File: src/rtl/scf_pkg.sv
package scf_pkg;
    localparam int WORD_MAX  = 32;
    localparam int CMD_BITS  = 16;
    localparam int ADDR_W    = 3;
    localparam int DATA_W    = 8;
    localparam int LANES     = WORD_MAX / DATA_W;
    localparam int BIT_W     = $clog2(WORD_MAX);
    localparam int SLOT_W    = 3;
    localparam int CNT_W     = $clog2(LANES + 1);

    typedef enum logic [1:0] {
        OP_NONE  = 2'd0,
        OP_READ  = 2'd1,
        OP_WRITE = 2'd2,
        OP_CLASH = 2'd3
    } op_e;

    typedef struct packed {
        op_e               op;
        logic [ADDR_W-1:0] addr;
        logic [DATA_W-1:0] data;
    } cmd_t;

    function automatic logic [5:0] word_bits(input logic [1:0] sel);
        case (sel)
            2'b00:   return 6'd16;
            2'b01:   return 6'd24;
            default: return 6'd32;
        endcase
    endfunction

    function automatic logic [CNT_W-1:0] read_cap(input logic [1:0] sel);
        case (sel)
            2'b00:   return CNT_W'(2);
            2'b01:   return CNT_W'(3);
            default: return CNT_W'(4);
        endcase
    endfunction
endpackage

File: src/rtl/scf_cmd_decode.sv
module scf_cmd_decode
    import scf_pkg::*;
(
    input  logic [CMD_BITS-1:0] word,
    output cmd_t                cmd
);
    logic unused_pad;
    assign unused_pad = ^word[13:11];

    always_comb begin
        case ({word[15], word[14]})
            2'b10:   cmd.op = OP_READ;
            2'b01:   cmd.op = OP_WRITE;
            2'b11:   cmd.op = OP_CLASH;
            default: cmd.op = OP_NONE;
        endcase
        cmd.addr = word[10:8];
        cmd.data = word[7:0];
    end
endmodule

File: src/rtl/scf_readback.sv
module scf_readback
    import scf_pkg::*;
(
    input  logic                clk,
    input  logic                rst,
    input  logic                clr,
    input  logic                capture,
    input  logic [DATA_W-1:0]   byte_in,
    output logic [CNT_W-1:0]    count,
    output logic [WORD_MAX-1:0] rb_word
);
    always_ff @(posedge clk) begin
        if (rst || clr)   count <= '0;
        else if (capture) count <= count + CNT_W'(1);
    end

    for (genvar g = 0; g < LANES; g++) begin : g_lane
        logic [DATA_W-1:0] lane_q;
        always_ff @(posedge clk) begin
            if (rst || clr)                           lane_q <= '0;
            else if (capture && count == CNT_W'(g))   lane_q <= byte_in;
        end
        assign rb_word[WORD_MAX-1-DATA_W*g -: DATA_W] = lane_q;
    end
endmodule

File: src/rtl/scf_word_mux.sv
module scf_word_mux
    import scf_pkg::*;
#(
    parameter int SAMP_W = 16
) (
    input  logic [3:0][SAMP_W-1:0] samp,
    input  logic [WORD_MAX-1:0]    rb_word,
    input  logic [SLOT_W-1:0]      slot,
    input  logic [SLOT_W-1:0]      n_iq,
    output logic [WORD_MAX-1:0]    word
);
    localparam int PAD = WORD_MAX - SAMP_W;

    always_comb begin
        if (slot == n_iq) word = rb_word;
        else              word = WORD_MAX'(samp[slot[1:0]]) << PAD;
    end
endmodule

File: src/rtl/ser_ctrl_frame.sv
module ser_ctrl_frame
    import scf_pkg::*;
#(
    parameter int SAMP_W = 16
) (
    input  logic              clk,
    input  logic              rst,
    input  logic              fsync,
    input  logic              sdi,
    output logic              sdo,
    output logic              frame_end,
    input  logic              append_rb,
    input  logic              dual_pair,
    input  logic [1:0]        wlen_sel,
    input  logic [SAMP_W-1:0] i0,
    input  logic [SAMP_W-1:0] q0,
    input  logic [SAMP_W-1:0] i1,
    input  logic [SAMP_W-1:0] q1,
    output logic              reg_rd,
    output logic              reg_wr,
    output logic [2:0]        reg_addr,
    output logic [7:0]        reg_wdata,
    input  logic [7:0]        reg_rdata,
    output logic              cmd_err
);
    localparam int SR_W = CMD_BITS - 1;

    logic                   fsync_q, fs_rise, active;
    logic [BIT_W-1:0]       bit_idx;
    logic [SLOT_W-1:0]      slot, n_iq;
    logic [1:0]             wsel_q;
    logic                   dual_q, app_q, err_q, fe_q;
    logic [3:0][SAMP_W-1:0] samp_q;
    logic [SR_W-1:0]        in_sr;
    logic [5:0]             last_bit;
    logic                   rb_slot, cmd_done, word_done, rd_go, wr_go, send_rb;
    logic [CNT_W-1:0]       rd_cnt, rd_cnt_next;
    logic [WORD_MAX-1:0]    rb_word, cur_word;
    cmd_t                   cmd;

    assign fs_rise   = fsync & ~fsync_q;
    assign last_bit  = word_bits(wsel_q) - 6'd1;
    assign n_iq      = dual_q ? SLOT_W'(4) : SLOT_W'(2);
    assign rb_slot   = (slot == n_iq);
    assign cmd_done  = active && !fs_rise && (bit_idx == BIT_W'(CMD_BITS - 1));
    assign word_done = active && ({1'b0, bit_idx} == last_bit);

    scf_cmd_decode u_dec (
        .word ({in_sr, sdi}),
        .cmd  (cmd)
    );

    assign rd_go       = cmd_done && cmd.op == OP_READ && !rb_slot && rd_cnt < read_cap(wsel_q);
    assign wr_go       = cmd_done && cmd.op == OP_WRITE;
    assign rd_cnt_next = rd_cnt + CNT_W'(rd_go);
    assign send_rb     = app_q || (rd_cnt_next != '0);

    scf_readback u_rb (
        .clk     (clk),
        .rst     (rst),
        .clr     (fs_rise),
        .capture (rd_go),
        .byte_in (reg_rdata),
        .count   (rd_cnt),
        .rb_word (rb_word)
    );

    scf_word_mux #(.SAMP_W(SAMP_W)) u_mux (
        .samp    (samp_q),
        .rb_word (rb_word),
        .slot    (slot),
        .n_iq    (n_iq),
        .word    (cur_word)
    );

    always_ff @(posedge clk) begin
        if (rst) begin
            fsync_q <= 1'b0;
            active  <= 1'b0;
            bit_idx <= '0;
            slot    <= '0;
            wsel_q  <= 2'b00;
            dual_q  <= 1'b0;
            app_q   <= 1'b0;
            samp_q  <= '0;
            in_sr   <= '0;
            err_q   <= 1'b0;
            fe_q    <= 1'b0;
        end else begin
            fsync_q <= fsync;
            fe_q    <= 1'b0;
            if (fs_rise) begin
                active  <= 1'b1;
                bit_idx <= '0;
                slot    <= '0;
                wsel_q  <= wlen_sel;
                dual_q  <= dual_pair;
                app_q   <= append_rb;
                samp_q  <= {q1, i1, q0, i0};
            end else if (active) begin
                if (bit_idx < BIT_W'(SR_W))
                    in_sr <= {in_sr[SR_W-2:0], sdi};
                if (cmd_done && cmd.op == OP_CLASH)
                    err_q <= 1'b1;
                if (word_done) begin
                    bit_idx <= '0;
                    if (rb_slot || (slot == n_iq - SLOT_W'(1) && !send_rb)) begin
                        active <= 1'b0;
                        fe_q   <= 1'b1;
                    end else begin
                        slot <= slot + SLOT_W'(1);
                    end
                end else begin
                    bit_idx <= bit_idx + BIT_W'(1);
                end
            end
        end
    end

    assign sdo       = active & cur_word[BIT_W'(WORD_MAX - 1) - bit_idx];
    assign frame_end = fe_q;
    assign cmd_err   = err_q;
    assign reg_rd    = rd_go;
    assign reg_wr    = wr_go;
    assign reg_addr  = cmd.addr;
    assign reg_wdata = cmd.data;
endmodule

File: config.mk
export PLATFORM = sky130hd
export DESIGN_NAME = ser_ctrl_frame
export DESIGN_NICKNAME = d
export VERILOG_FILES = /design/src/rtl/scf_pkg.sv /design/src/rtl/scf_cmd_decode.sv /design/src/rtl/scf_readback.sv /design/src/rtl/scf_word_mux.sv /design/src/rtl/ser_ctrl_frame.sv
export SDC_FILE = /design/constraint.sdc
export NUM_CORES = 1
export LEC_CHECK = 0
export BUFFER_PORTS_ARGS = -buffer_cell sky130_fd_sc_hd__buf_2
export CORE_MARGIN = 2
export CORE_UTILIZATION = 55
export CTS_BUF_LIST = sky130_fd_sc_hd__clkbuf_4 sky130_fd_sc_hd__clkbuf_8 sky130_fd_sc_hd__clkbuf_16
export CTS_CLUSTER_SIZE = 8
export DETAILED_ROUTE_END_ITERATION = 6
export PLACE_DENSITY = 0.87
export SLEW_MARGIN = 5
export SYNTH_ARGS = -nofsm -noshare
export SYNTH_HDL_FRONTEND = slang
export SYNTH_SLANG_ARGS = --single-unit
File: constraint.sdc
create_clock -name clk -period 3.47 [get_ports clk]
set_input_delay 0.694 -clock clk [delete_from_list [all_inputs] [get_ports clk]]
set_output_delay 0.694 -clock clk [all_outputs]
set_load 0.01 [all_outputs]
* After elaboration in Yosys (flattened, before gate mapping) *
Index checks and enable logic that the tools add are counted.

operators by class
  reductions and logical operators = 27
  mux-type cells = 15
  equality and inequality tests = 14
  $lt $le $gt $ge = 4
  add/sub/neg operators = 7
  bitwise gates (word level) = 7

operators by type and width
  cell                                                                   number
  16-bit binary-select mux with 2-bit select                             1
  32-bit 2-to-1 mux                                                      1
  16-bit 2-to-1 mux                                                      1
  1-bit logical AND                                                      13
  6-bit one-hot mux with 2 select lines                                  1
  3-bit AND reduction                                                    3
  2-bit equality test, second input constant                             4
  3-bit by 1-bit adder with 3-bit output, second input constant          2
  2-bit by 1-bit equality test with 1-bit output, second input constant  3
  3-bit by 2-bit equality test with 1-bit output, second input constant  2
  3-bit equality test                                                    2
  5-bit by 6-bit equality test with 1-bit output                         1
  5-bit by 6-bit < comparator with 1-bit output, second input constant   1
  1-bit 2-to-1 mux                                                       6
  2-bit one-hot mux with 3 select lines                                  1
  3-bit one-hot mux with 2 select lines                                  1
  6-bit by 1-bit subtractor with 6-bit output, second input constant     1
  5-bit by 1-bit adder with 5-bit output, second input constant          1
  1-bit binary-select mux with 5-bit select                              1
  5-bit by 4-bit equality test with 1-bit output, second input constant  1
  5-bit by 4-bit < comparator with 1-bit output, second input constant   1
  5-bit 2-to-1 mux                                                       1
  1-bit inverter                                                         5
  5-bit subtractor, first input constant                                 1
  other kinds (14)                                                       19

word-level totals
  register bits = 130
  input bits = 80
  word-level logic and storage cells = 93

* Logic depth before layout (Yosys ltp) *
Gate-level depths: netlist of the first run.

  depth after elaboration = 18
  mapped depth = 14
  depth with buffers taken out = 13

* By module *
From an unflattened synthesis of the first run, not the netlist that was laid out.

second synthesis, totals
  cells, all modules = 665
  area, all modules = 6378.6 sq um

modules (own cells, without submodules)
  module          cells each  times used  sequential area each (sq um)  area each (sq um)
  ser_ctrl_frame  446         1           1901.8                        3863.7
  scf_readback    147         1           700.7                         1614.0
  scf_word_mux    59          1           0.0                           810.8
  scf_cmd_decode  13          1           0.0                           90.1

* Least setup slack after synthesis of the first run *
No wires, ideal clock.

  kind = flip-flop to output port
  from = reg slot[1]
  to = out sdo
  required time = 2.776 ns
  stages on the path, launching flop included = 10
  slack = 0.438 ns
  arrival time = 2.338 ns
  path through = dfxtp_1 buf_4 or4b_1 buf_6 and2_4 buf_6 mux2i_1 a2111oi_0 a211oi_1 a311oi_1

on the way
  longest elaborated chain between the ends = 6

ends and longest elaborated chain
  element                                        RTL line               text
  from (decl)                                    ser_ctrl_frame.sv:30   logic [SLOT_W-1:0] slot, n_iq;
  from (signal assigned)                         ser_ctrl_frame.sv:111  slot <= slot + SLOT_W'(1);
  16-bit binary-select mux with 2-bit select     scf_word_mux.sv:16     else word = WORD_MAX'(samp[slot[1:0]]) << PAD;
  16-bit 2-to-1 mux (implied by the code)        scf_word_mux.sv:16
  32-bit 2-to-1 mux (*)                          scf_word_mux.sv:15     if (slot == n_iq) word = rb_word;
  1-bit binary-select mux with 5-bit select (*)  ser_ctrl_frame.sv:120  assign sdo = active & cur_word[BIT_W'(WORD_MAX - 1) - bit_idx];
  1-bit 2-to-1 mux (implied by the code) (*)     ser_ctrl_frame.sv:120
  1-bit bitwise AND (*)                          ser_ctrl_frame.sv:120
  to (decl)                                      ser_ctrl_frame.sv:10   output logic sdo,

Every way passes the cells marked *; elsewhere a longest branch is shown, timed or not. The select of a mux whose other input is x is not followed.

* Final worst setup path of the first run *
Ends and elaborated chain as after synthesis.

==> results.cfg, run 1 <==
[placed_design]
dpl_cell_area_mm2 = 0.00629
port-buffer-count = 95
placement.setup.worst_slack_ns = 0.276
detailed_place_hpwl_um = 9770
gpl.final_weighted_congestion = 0.854

[final_layout]
area_growth_syn_to_layout_pct = 20.2
antenna_diodes = 0
drive_above_1_share_pct = 24.5
number_of_filler_cells_placed_in_the_layout = 808
stdcell_area_mm2 = 0.00702
finalNetCount = 850

[run]
maxCapViolations = 0

[global_route]
grt_antenna_before_repair = 0
grt_start_max_net_pins = 87
grt_remaining_overflow = 0
via_count_of_the_first_global_routing_pass = 5026
groute.usage.overall_pct = 26.7
wire_length_of_the_first_global_routing_pass_um = 23700

[floorplan]
dieWidth_um = 107
fp.dieH_um = 107
initial_core_util_pct = 56.6
core_region_area_mm2 = 0.0103
die-area_mm2 = 0.0115
io_pins = 96
floorplan.rows = 37

[clock_network]
cts.clk_slew.worst_paths_ns = 0.06
tritoncts = done
insertion_delay_ns = 0.52
cts-root-to-sink-buffers = 2
cts.htree.levels = 4
cts_inserted_buffers = 17
cts_sinks = 130
cts.root.buffer_cell = clkbuf_8

[sta]
whs_ns = 0.408
grt_setup_unrepaired = yes
postLayoutSetupSlackWorst_ns = -0.0232
final_hold_viol_count = 0
clock.fmax_mhz = 286
final-max-slew-violation-count = 0
finalCriticalPeriod_ns = 3.49
timing.max_slew.rel_slack_pct = 43.3
final.period_utilization_pct = 101
setup-violations-final = 1
final_setup_skew_ns = 0.00957
tightest_slew_ns = 0.851

[logic_synthesis]
synth_top_cell_area_share_pct = 44.5
number_of_storage_elements_in_the_synthesis_netlist = 130
primary_flip_flop_cell_chosen_by_synthesis_mapping = dfxtp_1
synth.lib_cells_used.distinct = 45
ys_warn_count = 0
synth.top_cells.by_count = 188 x nand2_1, 130 x dfxtp_1, 110 x a21oi_1, 36 x clkbuf_1, 34 x nand3_1
cell_count_after_synthesis = 690
yosysSeqAreaShare_pct = 44.5
yosysMostFrequentCell = nand2_1
ys_async_rst_share_pct = 0
syn_avg_cell_area_um2 = 8.47
synth_fp_nets = 780
synth_enable_flop_cells = 0
netlist_area_mm2 = 0.00584
synth_top_cell_by_area = dfxtp_1
synth_area_leaders = dfxtp_1 45%, nand2_1 12%, a21oi_1 9.4%

[routing]
detail_route.first_pass.iterations = 6
top_layer_used = met4
routed_wirelength_um = 14600
drtAntennaViolNets = 0
routedLengthMet1_um = 6160
wl_per_cell_um = 16.1
drc = 0
routed-via-count = 5125
routed-wl-met2_um = 7210
wl_met3_um = 983
routed_via_density = 5.64
detailedRoute.firstIterationViolations = 423

[power]
p_per_area_mw_per_mm2 = 522
vdd_ir_drop_max_v = 0.000467
power.leakage_nw = 2.77
totalPowerFinal_w = 0.00367

[worst_setup_path]
launch_instance_of_the_worst_register_to_register_path = slot[0]
worstSetupPathType = flop to output port
required_worst_endpoint_ns = 2.78
worst-r2r-cell-count = 13
timing.reg2reg.setup_slack_ns = 0.56
r2r-end = active
timing.critical_path.to_type = output port
critPathLaunchType = flop
timing.critical_path.fanout_max = 16
worst_setup_path_startpoint = slot[1]
worstPathArrival_ns = 2.80

[min_path]
hold_path_end = samp_q[16]
worstHoldPathType = input pin to flop
timing.hold.worst.start = q0[0]
worstHoldPathCells = 3

[run_status]
failed_checks = setup timing
outcome = finished with violations
[through the flow]
step | util [%] | std cells | TNS (ns)
floorplan | - | 690 | 0
global placement | 60.9 | 869 | 0
detailed placement | 60.9 | 869 | 0
CTS | 67.7 | 907 | 0
global route | 68.0 | 908 | -0.101
finish | 68.0 | 908 | -0.0232
[registers in the layout, summed over array words and instances (netlist names)]
signal / count
u_rb.count: 3
cmd_err: 1
in_sr: 15
bit_idx: 5
slot: 3
app_q: 1
fsync_q: 1
dual_q: 1
wsel_q: 2
u_rb.g_lane.lane_q: 32
frame_end: 1
samp_q: 64
active: 1
[worst max-delay path, stage by stage (launching register included)]
cell	delay, ns
dfxtp_2	0.39
buf_12	0.19
mux2_2	0.37
a2111oi_1	0.44
nor3_1	0.14
o311ai_1	0.36
a311oi_2	0.19
buf_2	0.18
[report_power, final]
group	switching (W)	internal [W]	leakage [nW]	total [W]
sequential	0.0000328	0.00154	1.06	0.00157
combinational	0.000138	0.000103	1.42	0.000241
clock	0.000652	0.00120	0.293	0.00185
total	0.000823	0.00285	2.77	0.00367
[metal layers]
layer | track usage (%) | up-vias
met5 | 0 | -
met4 | 8.07 | 0
met3 | 9.00 | 22
met2 | 44.1 | 192
met1 | 33.1 | 2422
li1 | - | 2489
[worst max-delay path by stage]
stage               cells after the start  end
finish                                  7  sdo
global placement                        7  sdo
detailed placement                      7  sdo
global route                            7  sdo
CTS                                     7  sdo
floorplan                               9  sdo
[cells in the final DEF (no fill, tap or decap), types with 10 or more instances in the layout]
master,instances
buf_2,95
mux2i_1,20
mux4_2,19
nand2_1,188
ha_1,10
buf_4,19
clkbuf_16,16
nand3_1,34
nor2_1,32
dfxtp_1,125
a21oi_1,110
[what timing repair did]
item / 4_1_cts / 5_1_grt
setup buffers: 7 / 1
hold buffers: 0 / 0
setup endpoints to repair: 1 / 1
pin swaps: 7 / 5
endpoints found under the hold margin: 0 / 0
gates resized for setup: 12 / 7
[kinds of logic (layout without fill, tap and decap cells)]
group	Yosys count	count (layout)	share of synthesized area, %
AO/OA/AOI/OAI	134	134	12.8
XOR/XNOR	7	7	1.05
adder cells (fa/ha/maj)	10	10	2.14
buffers and inverters	74	156	6.25
flip-flops	130	130	44.5
multiplexers	43	43	11.5
AND/OR/NAND/NOR	292	292	21.7
[layout make-up]
cell class | instances | area (um^2) | share of cell area, %
multi-input combinational | 486 | 2930 | 41.6
clock inverter | 12 | 181 | 2.58
clock buffer | 19 | 442 | 6.29
tap | 136 | 170 | 2.42
inverter | 9 | 33.8 | 0.481
sequential | 130 | 2610 | 37.2
timing repair buffer | 116 | 658 | 9.37
Power figures use the tool's default switching activity.
==> run 2, diff against run 1 <==
--- a/config.mk
+++ b/config.mk
@@ -7,11 +7,11 @@
 export LEC_CHECK = 0
 export BUFFER_PORTS_ARGS = -buffer_cell sky130_fd_sc_hd__buf_2
 export CORE_MARGIN = 2
-export CORE_UTILIZATION = 55
+export CORE_UTILIZATION = 56
 export CTS_BUF_LIST = sky130_fd_sc_hd__clkbuf_4 sky130_fd_sc_hd__clkbuf_8 sky130_fd_sc_hd__clkbuf_16
 export CTS_CLUSTER_SIZE = 8
 export DETAILED_ROUTE_END_ITERATION = 6
-export PLACE_DENSITY = 0.87
+export PLACE_DENSITY = 0.88
 export SLEW_MARGIN = 5
 export SYNTH_ARGS = -nofsm -noshare
 export SYNTH_HDL_FRONTEND = slang
==> results.cfg, run 2 (synthesis gave the netlist of run 1 again) <==
[final_layout]
top_register = samp_q
finish.cell_count_without_fillers = 901
layout_top_registers = samp_q: 64 flops, u_rb.g_lane.lane_q: 32 flops, in_sr: 15 flops
finalNetCount = 845
largest_register_ffs = 64
drive_above_1_share_pct = 23.0
area_growth_syn_to_layout_pct = 18.0
antenna_diodes = 0
most-common-layout-cells = 188 x nand2_1, 127 x dfxtp_1, 110 x a21oi_1
layout.cells.most_common = nand2_1

[sta]
final_hold_viol_count = 0
final-max-slew-violation-count = 0
grt_setup_unrepaired = yes
final_setup_skew_ns = 0.00761
setup-violations-final = 0
tightest_slew_ns = 0.858
clock.fmax_mhz = 289
postLayoutSetupSlackWorst_ns = 0.0137
timing.max_slew.rel_slack_pct = 42.8
finalCriticalPeriod_ns = 3.46
final.period_utilization_pct = 99.6

[clock_network]
tritoncts = done
cts_post_setup_buffers_inserted = 0
cts-root-to-sink-buffers = 2
cts_inserted_buffers = 17
cts.htree.levels = 4
cts.root.buffer_cell = clkbuf_8
cts.clk_slew.worst_paths_ns = 0.06
insertion_delay_ns = 0.53
cts_sinks = 130
ctsHoldBuffers = 0

[global_route]
grt_start_max_net_pins = 87
grt_remaining_overflow = 0
grt_antenna_before_repair = 0
groute.usage.overall_pct = 27.6
via_count_of_the_first_global_routing_pass = 5136
wire_length_of_the_first_global_routing_pass_um = 24400

[routing]
routed_wirelength_um = 14500
routed_via_density = 5.62
detail_route.first_pass.iterations = 5
drc = 0
detailedRoute.firstIterationViolations = 320
routed-via-count = 5060
drtAntennaViolNets = 0
wl_per_cell_um = 16.0

[placed_design]
port-buffer-count = 95
gpl.final_weighted_congestion = 0.894
placement.setup.worst_slack_ns = 0.387
place.detailed.instances = 872
detailed_place_hpwl_um = 10200

[worst_setup_path]
required_worst_endpoint_ns = 2.78
timing.critical_path.fanout_max = 15
worstPathArrival_ns = 2.76
timing.critical_path.to_type = output port
timing.reg2reg.setup_slack_ns = 0.70
launch_instance_of_the_worst_register_to_register_path = bit_idx[1]
worst_setup_path_startpoint = dual_q
critPathLaunchType = flop
worstSetupPathType = flop to output port

[run]
maxCapViolations = 0

[power]
p_per_area_mw_per_mm2 = 519
totalPowerFinal_w = 0.00358
power.leakage_nw = 2.73
vdd_ir_drop_max_v = 0.000327

[floorplan]
fp.dieH_um = 106
initial_core_util_pct = 57.1
die-area_mm2 = 0.0113
io_pins = 96
floorplan.rows = 37
core_region_area_mm2 = 0.0102
dieWidth_um = 106

[run_status]
outcome = complete, no violations

[min_path]
timing.hold.worst.start = q1[6]
worstHoldPathType = input pin to flop
run 2: metrics by stage:
stage	hold WS, ns	cell area [um^2]	TNS, ns	util [%]
floorplan	0.433	5840	0	-
global placement	0.440	6300	0	61.5
detailed placement	0.446	6300	0	61.5
CTS	0.384	6890	-0.0314	67.4
global route	0.387	6890	-0.162	67.4
finish	0.401	6890	0	67.4
run 2: power by group:
group          leakage (nW)  switching, W  internal [W]  total, W
Clock                 0.294      0.000615       0.00116   0.00177
Sequential             1.06     0.0000316       0.00154   0.00157
Combinational          1.38      0.000134      0.000100  0.000234
Total                  2.73      0.000781       0.00280   0.00358
run 2: timing repair:
action,CTS,global route
pin swaps,3,0
resized for setup,5,2
setup endpoints to repair,2,2
hold endpoints to repair,0,0
run 2: cell type report:
cell class | instances | area [um^2]
inverters | 9 | 33.8
fillers | 813 | 3340
repair buffers | 111 | 596
multi-input cells | 486 | 2900
flip-flops and latches | 130 | 2610
well taps | 136 | 170
clock inverters | 6 | 105
clock buffers | 23 | 478
run 2: routing by layer:
layer / vias up / global-route usage [%] / routed length [um]
met5: - / 0 / 0
met4: 0 / 12.1 / 357
met3: 30 / 6.19 / 597
met2: 136 / 47.6 / 7330
met1: 2418 / 32.8 / 6170
li1: 2476 / - / -
run 2: worst paths after layout:
check / endpoint / cells past startpoint
max: sdo / 8
min: samp_q[54] / 3
max reg2reg: active / 13
min reg2reg: samp_q[24] / 2
run 2: critical path, stage by stage, from the launching register on:
cell and delay, ns:
dfxtp_1 0.35, or4b_1 0.53, buf_4 0.19, nand2_8 0.13, nand2_1 0.07, a311oi_1 0.26, o311ai_1 0.17, a311oi_2 0.35
buf_2 0.19
